$ cat src/rtl/iotlb_pkg.sv
package iotlb_pkg;
  typedef enum logic [1:0] {
    ST_IDLE  = 2'd0,
    ST_WALK  = 2'd1,
    ST_FAULT = 2'd2
  } tlb_state_e;
endpackage

$ cat src/rtl/iotlb_cam.sv
// Tag store, match, kill and fill for all entries.
module iotlb_cam #(
  parameter int NUM_ENTRIES = 8,
  parameter int VPN_W       = 20,
  parameter int PPN_W       = 20,
  parameter int IDX_W       = $clog2(NUM_ENTRIES)
) (
  input  logic                   clk,
  input  logic                   rst_n,
  input  logic [VPN_W-1:0]       look_vpn,
  input  logic                   inv_line,
  input  logic [VPN_W-1:0]       inv_vpn,
  input  logic                   inv_all,
  input  logic                   clr_all,
  input  logic                   fill_en,
  input  logic [IDX_W-1:0]       fill_idx,
  input  logic [VPN_W-1:0]       fill_vpn,
  input  logic [PPN_W-1:0]       fill_ppn,
  input  logic                   fill_rd,
  input  logic                   fill_wr,
  output logic [NUM_ENTRIES-1:0] hit_vec,
  output logic [PPN_W-1:0]       hit_ppn,
  output logic                   hit_rd,
  output logic                   hit_wr
);
  logic [VPN_W-1:0]       tag_q [NUM_ENTRIES];
  logic [PPN_W-1:0]       ppn_q [NUM_ENTRIES];
  logic [NUM_ENTRIES-1:0] rd_q, wr_q;
  logic [NUM_ENTRIES-1:0] vld_q, vld_d, kill;
  logic                   fill_kill;

  // a flush aimed at the page being filled beats the fill
  assign fill_kill = inv_all | clr_all | (inv_line & (inv_vpn == fill_vpn));

  for (genvar g = 0; g < NUM_ENTRIES; g++) begin : g_ent
    logic we;
    assign we         = fill_en & (fill_idx == IDX_W'(g));
    assign kill[g]    = inv_all | clr_all | (inv_line & (tag_q[g] == inv_vpn));
    assign hit_vec[g] = vld_q[g] & ~kill[g] & (tag_q[g] == look_vpn);
    assign vld_d[g]   = we ? ~fill_kill : (vld_q[g] & ~kill[g]);

    always_ff @(posedge clk) begin
      if (we) begin
        tag_q[g] <= fill_vpn;
        ppn_q[g] <= fill_ppn;
        rd_q[g]  <= fill_rd;
        wr_q[g]  <= fill_wr;
      end
    end
  end

  always_ff @(posedge clk or negedge rst_n) begin
    if (!rst_n) vld_q <= '0;
    else        vld_q <= vld_d;
  end

  always_comb begin
    hit_ppn = '0;
    hit_rd  = 1'b0;
    hit_wr  = 1'b0;
    for (int i = 0; i < NUM_ENTRIES; i++) begin
      if (hit_vec[i]) begin
        hit_ppn = hit_ppn | ppn_q[i];
        hit_rd  = hit_rd | rd_q[i];
        hit_wr  = hit_wr | wr_q[i];
      end
    end
  end
endmodule

$ cat src/rtl/iotlb_victim.sv
// Rotating fill pointer.
module iotlb_victim #(
  parameter int NUM_ENTRIES = 8,
  parameter int IDX_W       = $clog2(NUM_ENTRIES)
) (
  input  logic             clk,
  input  logic             rst_n,
  input  logic             adv,
  output logic [IDX_W-1:0] ptr
);
  logic [IDX_W-1:0] ptr_q, ptr_d;

  always_comb begin
    ptr_d = ptr_q;
    if (adv) ptr_d = (ptr_q == IDX_W'(NUM_ENTRIES - 1)) ? '0 : ptr_q + 1'b1;
  end

  always_ff @(posedge clk or negedge rst_n) begin
    if (!rst_n) ptr_q <= '0;
    else        ptr_q <= ptr_d;
  end

  assign ptr = ptr_q;
endmodule

$ cat src/rtl/iotlb_ctrl.sv
// Request, walk and fault sequencing plus the response register.
module iotlb_ctrl
  import iotlb_pkg::*;
#(
  parameter int NUM_ENTRIES = 8,
  parameter int VPN_W       = 20,
  parameter int PPN_W       = 20
) (
  input  logic                   clk,
  input  logic                   rst_n,
  input  logic                   req_valid,
  input  logic [VPN_W-1:0]       req_vpn,
  output logic                   req_ready,
  input  logic [NUM_ENTRIES-1:0] hit_vec,
  input  logic [PPN_W-1:0]       hit_ppn,
  input  logic                   hit_rd,
  input  logic                   hit_wr,
  output logic                   walk_req,
  output logic [VPN_W-1:0]       walk_vpn,
  input  logic                   walk_done,
  input  logic                   walk_fault,
  input  logic [PPN_W-1:0]       walk_page,
  input  logic                   walk_rd,
  input  logic                   walk_wr,
  input  logic                   fault_done,
  output logic                   fill_en,
  output logic                   clr_all,
  output logic                   resp_valid,
  output logic                   resp_hit,
  output logic                   resp_fault,
  output logic [PPN_W-1:0]       resp_page,
  output logic                   resp_rd,
  output logic                   resp_wr
);
  tlb_state_e       state_q, state_d;
  logic [VPN_W-1:0] vpn_q;
  logic             accept, hit;
  logic             rv_q, rv_d, ld, rh_d, rf_d, rr_d, rw_d;
  logic             rh_q, rf_q, rr_q, rw_q;
  logic [PPN_W-1:0] rp_d, rp_q;

  assign hit    = |hit_vec;
  assign accept = req_valid & (state_q == ST_IDLE);

  always_comb begin
    state_d = state_q;
    rv_d    = 1'b0;
    ld      = 1'b0;
    rh_d    = 1'b0;
    rf_d    = 1'b0;
    rp_d    = walk_page;
    rr_d    = walk_rd;
    rw_d    = walk_wr;
    fill_en = 1'b0;
    clr_all = 1'b0;
    unique case (state_q)
      ST_IDLE: begin
        if (req_valid) begin
          if (hit) begin
            rv_d = 1'b1;
            ld   = 1'b1;
            rh_d = 1'b1;
            rp_d = hit_ppn;
            rr_d = hit_rd;
            rw_d = hit_wr;
          end else begin
            state_d = ST_WALK;
          end
        end
      end
      ST_WALK: begin
        if (walk_done) begin
          rv_d = 1'b1;
          ld   = 1'b1;
          if (walk_fault) begin
            rf_d    = 1'b1;
            state_d = ST_FAULT;
          end else begin
            fill_en = 1'b1;
            state_d = ST_IDLE;
          end
        end
      end
      ST_FAULT: begin
        if (fault_done) begin
          clr_all = 1'b1;
          state_d = ST_IDLE;
        end
      end
      default: state_d = ST_IDLE;
    endcase
  end

  always_ff @(posedge clk or negedge rst_n) begin
    if (!rst_n) begin
      state_q <= ST_IDLE;
      rv_q    <= 1'b0;
    end else begin
      state_q <= state_d;
      rv_q    <= rv_d;
    end
  end

  always_ff @(posedge clk) begin
    if (accept) vpn_q <= req_vpn;
    if (ld) begin
      rh_q <= rh_d;
      rf_q <= rf_d;
      rp_q <= rp_d;
      rr_q <= rr_d;
      rw_q <= rw_d;
    end
  end

  assign req_ready  = (state_q == ST_IDLE);
  assign walk_req   = (state_q == ST_WALK);
  assign walk_vpn   = vpn_q;
  assign resp_valid = rv_q;
  assign resp_hit   = rh_q;
  assign resp_fault = rf_q;
  assign resp_page  = rp_q;
  assign resp_rd    = rr_q;
  assign resp_wr    = rw_q;
endmodule

$ cat src/rtl/iotlb.sv
module iotlb #(
  parameter int NUM_ENTRIES = 8,
  parameter int VA_W        = 32,
  parameter int PA_W        = 32,
  parameter int PAGE_BITS   = 12
) (
  input  logic                      clk,
  input  logic                      rst_n,
  input  logic                      req_valid,
  output logic                      req_ready,
  input  logic [VA_W-1:0]           req_iova,
  output logic                      resp_valid,
  output logic                      resp_hit,
  output logic                      resp_fault,
  output logic [PA_W-PAGE_BITS-1:0] resp_page,
  output logic                      resp_rd,
  output logic                      resp_wr,
  output logic                      walk_req,
  output logic [VA_W-PAGE_BITS-1:0] walk_vpn,
  input  logic                      walk_done,
  input  logic                      walk_fault,
  input  logic [PA_W-PAGE_BITS-1:0] walk_page,
  input  logic                      walk_rd,
  input  logic                      walk_wr,
  input  logic                      inv_line,
  input  logic [VA_W-1:0]           inv_iova,
  input  logic                      inv_all,
  input  logic                      fault_done
);
  localparam int VPN_W = VA_W - PAGE_BITS;
  localparam int PPN_W = PA_W - PAGE_BITS;
  localparam int IDX_W = $clog2(NUM_ENTRIES);

  logic [NUM_ENTRIES-1:0] hit_vec;
  logic [PPN_W-1:0]       hit_ppn;
  logic                   hit_rd, hit_wr, fill_en, clr_all;
  logic [IDX_W-1:0]       fill_idx;
  logic                   unused_offset_bits;

  assign unused_offset_bits = ^{req_iova[PAGE_BITS-1:0], inv_iova[PAGE_BITS-1:0]};

  iotlb_cam #(.NUM_ENTRIES(NUM_ENTRIES), .VPN_W(VPN_W), .PPN_W(PPN_W), .IDX_W(IDX_W)) u_cam (
    .clk(clk), .rst_n(rst_n),
    .look_vpn(req_iova[VA_W-1:PAGE_BITS]),
    .inv_line(inv_line), .inv_vpn(inv_iova[VA_W-1:PAGE_BITS]),
    .inv_all(inv_all), .clr_all(clr_all),
    .fill_en(fill_en), .fill_idx(fill_idx), .fill_vpn(walk_vpn),
    .fill_ppn(walk_page), .fill_rd(walk_rd), .fill_wr(walk_wr),
    .hit_vec(hit_vec), .hit_ppn(hit_ppn), .hit_rd(hit_rd), .hit_wr(hit_wr)
  );

  iotlb_victim #(.NUM_ENTRIES(NUM_ENTRIES), .IDX_W(IDX_W)) u_victim (
    .clk(clk), .rst_n(rst_n), .adv(fill_en), .ptr(fill_idx)
  );

  iotlb_ctrl #(.NUM_ENTRIES(NUM_ENTRIES), .VPN_W(VPN_W), .PPN_W(PPN_W)) u_ctrl (
    .clk(clk), .rst_n(rst_n),
    .req_valid(req_valid), .req_vpn(req_iova[VA_W-1:PAGE_BITS]), .req_ready(req_ready),
    .hit_vec(hit_vec), .hit_ppn(hit_ppn), .hit_rd(hit_rd), .hit_wr(hit_wr),
    .walk_req(walk_req), .walk_vpn(walk_vpn), .walk_done(walk_done),
    .walk_fault(walk_fault), .walk_page(walk_page), .walk_rd(walk_rd), .walk_wr(walk_wr),
    .fault_done(fault_done), .fill_en(fill_en), .clr_all(clr_all),
    .resp_valid(resp_valid), .resp_hit(resp_hit), .resp_fault(resp_fault),
    .resp_page(resp_page), .resp_rd(resp_rd), .resp_wr(resp_wr)
  );
endmodule

$ cat config.mk
export PLATFORM = sky130hd
export DESIGN_NAME = iotlb
export DESIGN_NICKNAME = d
export VERILOG_FILES = /design/src/rtl/iotlb_pkg.sv /design/src/rtl/iotlb_cam.sv /design/src/rtl/iotlb_victim.sv /design/src/rtl/iotlb_ctrl.sv /design/src/rtl/iotlb.sv
export SDC_FILE = /design/constraint.sdc
export NUM_CORES = 1
export LEC_CHECK = 0
export BUFFER_PORTS_ARGS = -buffer_cell sky130_fd_sc_hd__buf_2
export CELL_PAD_IN_SITES_DETAIL_PLACEMENT = 0
export CELL_PAD_IN_SITES_GLOBAL_PLACEMENT = 1
export CORE_AREA = 4 4 208 210
export DETAILED_ROUTE_END_ITERATION = 16
export DIE_AREA = 0 0 212 214
export PLACE_DENSITY_LB_ADDON = 0.1
export SLEW_MARGIN = 0
export SYNTH_ARGS = -nofsm -noshare
export SYNTH_HDL_FRONTEND = slang
export SYNTH_SLANG_ARGS = --single-unit
$ cat constraint.sdc
create_clock -name clk -period 3.3 [get_ports clk]
set_clock_uncertainty 0.05 [all_clocks]
set_input_delay 0.165 -clock clk [delete_from_list [all_inputs] [get_ports clk]]
set_output_delay 0.165 -clock clk [all_outputs]
set_load 0.02 [all_outputs]
==> key figures <==
Outcome
  • Run status: completed

Logic synthesis
  • Number of nets in the synthesized netlist: roughly 1500
  • Synth Warn #: 0
  • Synthesis-stage register bit count: 394
  • Fraction of the yosys area taken by sequential cells: 0.621
  • Post-synth EDFFs: 380
  • Async S/R FF share, synth: 0.0355
  • Netlist area before placement: 18900 um2
  • Number of standard cells after synthesis: around 1400
  • Post-synthesis average cell area: 14.0 um2
  • Dominant synthesized flop cell: sky130_fd_sc_hd__edfxtp_1
  • Yosys cell types: 58

Cells and area
  • Layout Nets: 1750
  • Number of inserted filler cells in the final layout: 3476
  • Fraction of final layout cells sized beyond drive strength 1: 0.243
  • Area growth syn-to-layout: 23.4%
  • Area of the multi-input gates: between 6000 and 7000 um2
  • Most common library cell in the layout ignoring fill and taps: sky130_fd_sc_hd__edfxtp_1
  • Footprint of the flip-flops and latches: about 12000 um2
  • Leading cell types in the layout, fill and taps excluded: 380 x sky130_fd_sc_hd__edfxtp_1, 191 x sky130_fd_sc_hd__xor2_1, 149 x sky130_fd_sc_hd__buf_4

Global route
  • Remaining global-route overflow: 0
  • Total global routing track utilization: 0.287
  • Global-route wire length before repair: approximately 94000 um
  • Vias in the first global route: approximately 13000
  • Antenna violations before repair: 1
  • Largest net degree at the start of global routing: 44

Route
  • Via Count: 13427
  • DRT antenna net count: 0
  • Met3 layer wire length in the routed design: 6490 um
  • Number of vias per cell after detailed routing: 6.04
  • DRT met1 WL: 29900 um
  • Total length of routed met2 wires: approximately 29000 um
  • Total routed wirelength: 67700 um
  • Wirelength per Cell: 30.5 um
  • Top layer reached by signal wires: met4
  • Remaining design rule violation count: 0
  • Number of detailed-routing iterations run before antenna repair: 5
  • Starting DRT DRC Count: 1468

Die
  • Area enclosed by the die boundary: about 45000 um2
  • Core area: approximately 42000 um2
  • Floorplan die height: 214 um
  • Initial cell density of the core: 0.455
  • Row Count: 75
  • Ports placed on the boundary: about 140
  • Horizontal die dimension: 212 um

STA
  • Number of slew-limit violations in the final report: 0
  • Fmax: 310 MHz
  • Worst Setup Slack, final: around 0.073 ns
  • Worst-margin pin slew: about 1.1 ns
  • Sum of negative setup slack: 0 ns
  • Unrepaired setup endpoints after global routing: no
  • Minimum clock period after layout: ~3.2 ns
  • Count of endpoints failing setup in the final report: 0
  • Final critical-path share of the clock period: 0.978
  • Hold Fails Final Rpt: 0
  • Relative slew margins: 0.267

Critical path
  • Crit end category: flip-flop
  • CP arrival: 3.49 ns
  • Largest driver fanout on the critical path: 4
  • Origin of the critical flop-to-flop path: u_cam.tag_q[3][18]
  • Chain of cells forming the critical path: xor2_1 -> or4b_4 -> nor4_4 -> buf_4 -> a311oi_4 -> buf_12 -> a22o_1 -> a2111oi_2 -> buf_4 -> mux2i_1
  • Critical Path Source: u_cam.tag_q[3][18]
  • CP max stage delay: about 0.58 ns
  • R2r worst-path depth: 10
  • Slowest stage cell on the critical path: sky130_fd_sc_hd__or4b_4
  • Cell occurring most often along the worst timing path: sky130_fd_sc_hd__buf_4
  • Start-to-end type of the worst setup path: flip-flop to flip-flop
  • Kind of launch point of the worst setup path: flip-flop
  • Worst reg2reg path endpoint: u_ctrl.resp_page[6]
  • Slack of the worst reg-to-reg path: roughly 0.073 ns
  • Req. time, crit path: 3.56 ns

Pwr
  • Maximum resistive drop on vdd: 0.351 mV
  • P_sw: 3.22 mW
  • Register share of total power: 0.470
  • Combinational Power Share: 0.123
  • Power density over cell area: 538 nW/um2
  • Leakage dissipation: around 8.2 nW
  • Fraction of power consumed by the clock network: 0.407
  • Internal power summed over all cells: 9.35 mW
  • Overall power consumption: 12.6 mW
  • Switching part of the total power: 0.256

Clock network
  • Clock buffer count from CTS: 44
  • Clock tree from TritonCTS: done
  • Clock latency reported for the late side of the worst-skew pair: 0.59 ns
  • Clock Tree Root: sky130_fd_sc_hd__clkbuf_16
  • Maximum root-to-sink buffer count: 3
  • Sink Count: 394
  • Level count of the clock H-tree: 2
  • Register clock-pin slew on the reported worst setup and hold paths: around 0.060 ns

Hold path
  • Worst min-delay path class: input port to flip-flop
  • Hold-critical path endpoint: u_ctrl.walk_vpn[0]
  • HP Start: req_iova[12]
  • Instance count along the most critical hold path: 2

Placed design
  • Worst-case setup slack after placement: -0.129 ns
  • Last weighted congestion value of the routability-driven placer: roughly 0.96
  • PortBufs: 116
  • Hpwl dp: 46500 um

Flow run
  • Max_cap viols: 0
-- cell families after synthesis --
kind of cell             synth area share
adder cells (fa/ha/maj)           0.00396
multiplexers                       0.0159
flip-flops                          0.621
AND/OR/NAND/NOR                    0.0854
buffers and inverters              0.0393
AO/OA/AOI/OAI                      0.0761
XOR/XNOR                            0.158
-- stage by stage --
step	cell area [um2]	util	hold WS [ns]	cells
floorplan	18900	-	-0.181	1357
global placement	21200	0.510	0.0994	2093
detailed placement	21200	0.510	0.102	2093
CTS	23100	0.556	0.00138	2211
global route	23400	0.562	0.00894	2223
finish	23400	0.562	0.0223	2224
-- worst max path at each step --
stage	to
finish	u_ctrl.resp_page[6]
global route	u_ctrl.resp_rd
CTS	u_ctrl.resp_page[1]
detailed placement	u_ctrl.resp_page[6]
global placement	u_ctrl.resp_page[6]
floorplan	u_ctrl.resp_fault
-- cell usage after synthesis (5+ instances only) --
cell	n	area, um2
sky130_fd_sc_hd__xor2_1	191	1670
sky130_fd_sc_hd__nor2_1	24	90.1
sky130_fd_sc_hd__mux2_2	8	90.1
sky130_fd_sc_hd__xnor2_1	151	1320
sky130_fd_sc_hd__edfxtp_1	380	11400
sky130_fd_sc_hd__a2111oi_2	10	150
sky130_fd_sc_hd__ha_1	6	75.1
sky130_fd_sc_hd__or4_1	8	60.1
sky130_fd_sc_hd__and3_1	17	106
sky130_fd_sc_hd__o2111ai_1	85	744
sky130_fd_sc_hd__nand3b_1	7	52.6
sky130_fd_sc_hd__mux2i_1	21	210
sky130_fd_sc_hd__buf_2	20	100
sky130_fd_sc_hd__clkbuf_1	39	146
sky130_fd_sc_hd__a2111oi_0	18	158
sky130_fd_sc_hd__nor4_1	80	500
sky130_fd_sc_hd__a211oi_1	6	45.0
sky130_fd_sc_hd__dfrtp_1	14	350
sky130_fd_sc_hd__nand2_1	13	48.8
sky130_fd_sc_hd__inv_1	74	278
sky130_fd_sc_hd__nand4_1	53	332
sky130_fd_sc_hd__a21oi_1	8	40.0
sky130_fd_sc_hd__buf_6	5	56.3
sky130_fd_sc_hd__a22o_1	20	175
sky130_fd_sc_hd__buf_4	6	45.0
sky130_fd_sc_hd__nand3_1	31	155
-- power groups by stage --
stage          registers [mW]  clock network (mW)  logic [mW]
3_3_place_gp             6.00                   0        1.45
6_report                 5.90                5.12        1.55
5_1_grt                  5.92                5.42        1.62
2_1_floorplan            6.09                   0       0.597
3_5_place_dp             6.00                   0        1.44
4_1_cts                  5.90                5.21        1.48
-- timing repair --
action,4_1_cts,5_1_grt
setup buffers,0,7
hold buffers,38,0
endpoints found under the setup margin,14,45
hold endpoints to repair,228,0
gates resized for setup,8,20
pin swaps,2,10
gates cloned,0,5
-- flip-flops by register name, indices dropped and copies added (netlist names), 2 cells and up --
register	flops
u_cam.ppn_q	160
u_cam.tag_q	160
u_ctrl.resp_page	20
u_ctrl.walk_vpn	20
u_cam.rd_q	8
u_cam.vld_q	8
u_cam.wr_q	8
u_victim.ptr	3
u_ctrl.state_q	2
-- worst max-delay path: cells and delay by family, from the launching register on --
family	cells	cell delay, ns
AOI/OAI and AO/OA	3	0.76
buffers and inverters	3	0.59
xor gates and xnor gates	1	0.20
and+or+nand+nor	2	0.89
DFF	1	0.42
muxes	1	0.06
-- routing by layer --
| layer | up-vias | global-route usage |
|---|---|---|
| met3 | 130 | 0.0662 |
| met2 | 781 | 0.412 |
| met4 | 0 | 0.0882 |
| met1 | 6708 | 0.435 |
| met5 | - | 0 |
| li1 | 5808 | - |
-- cell type report --
type | instances | area share
Sequential cell | 394 | 0.503
Tap cell | 539 | 0.0289
Multi-Input combinational cell | 809 | 0.283
Antenna cell | 1 | 0.000107
Clock inverter | 26 | 0.0129
Inverter | 74 | 0.0119
Clock buffer | 54 | 0.0514
Timing Repair Buffer | 327 | 0.108
No activity file was read; power rests on OpenSTA's default activity.
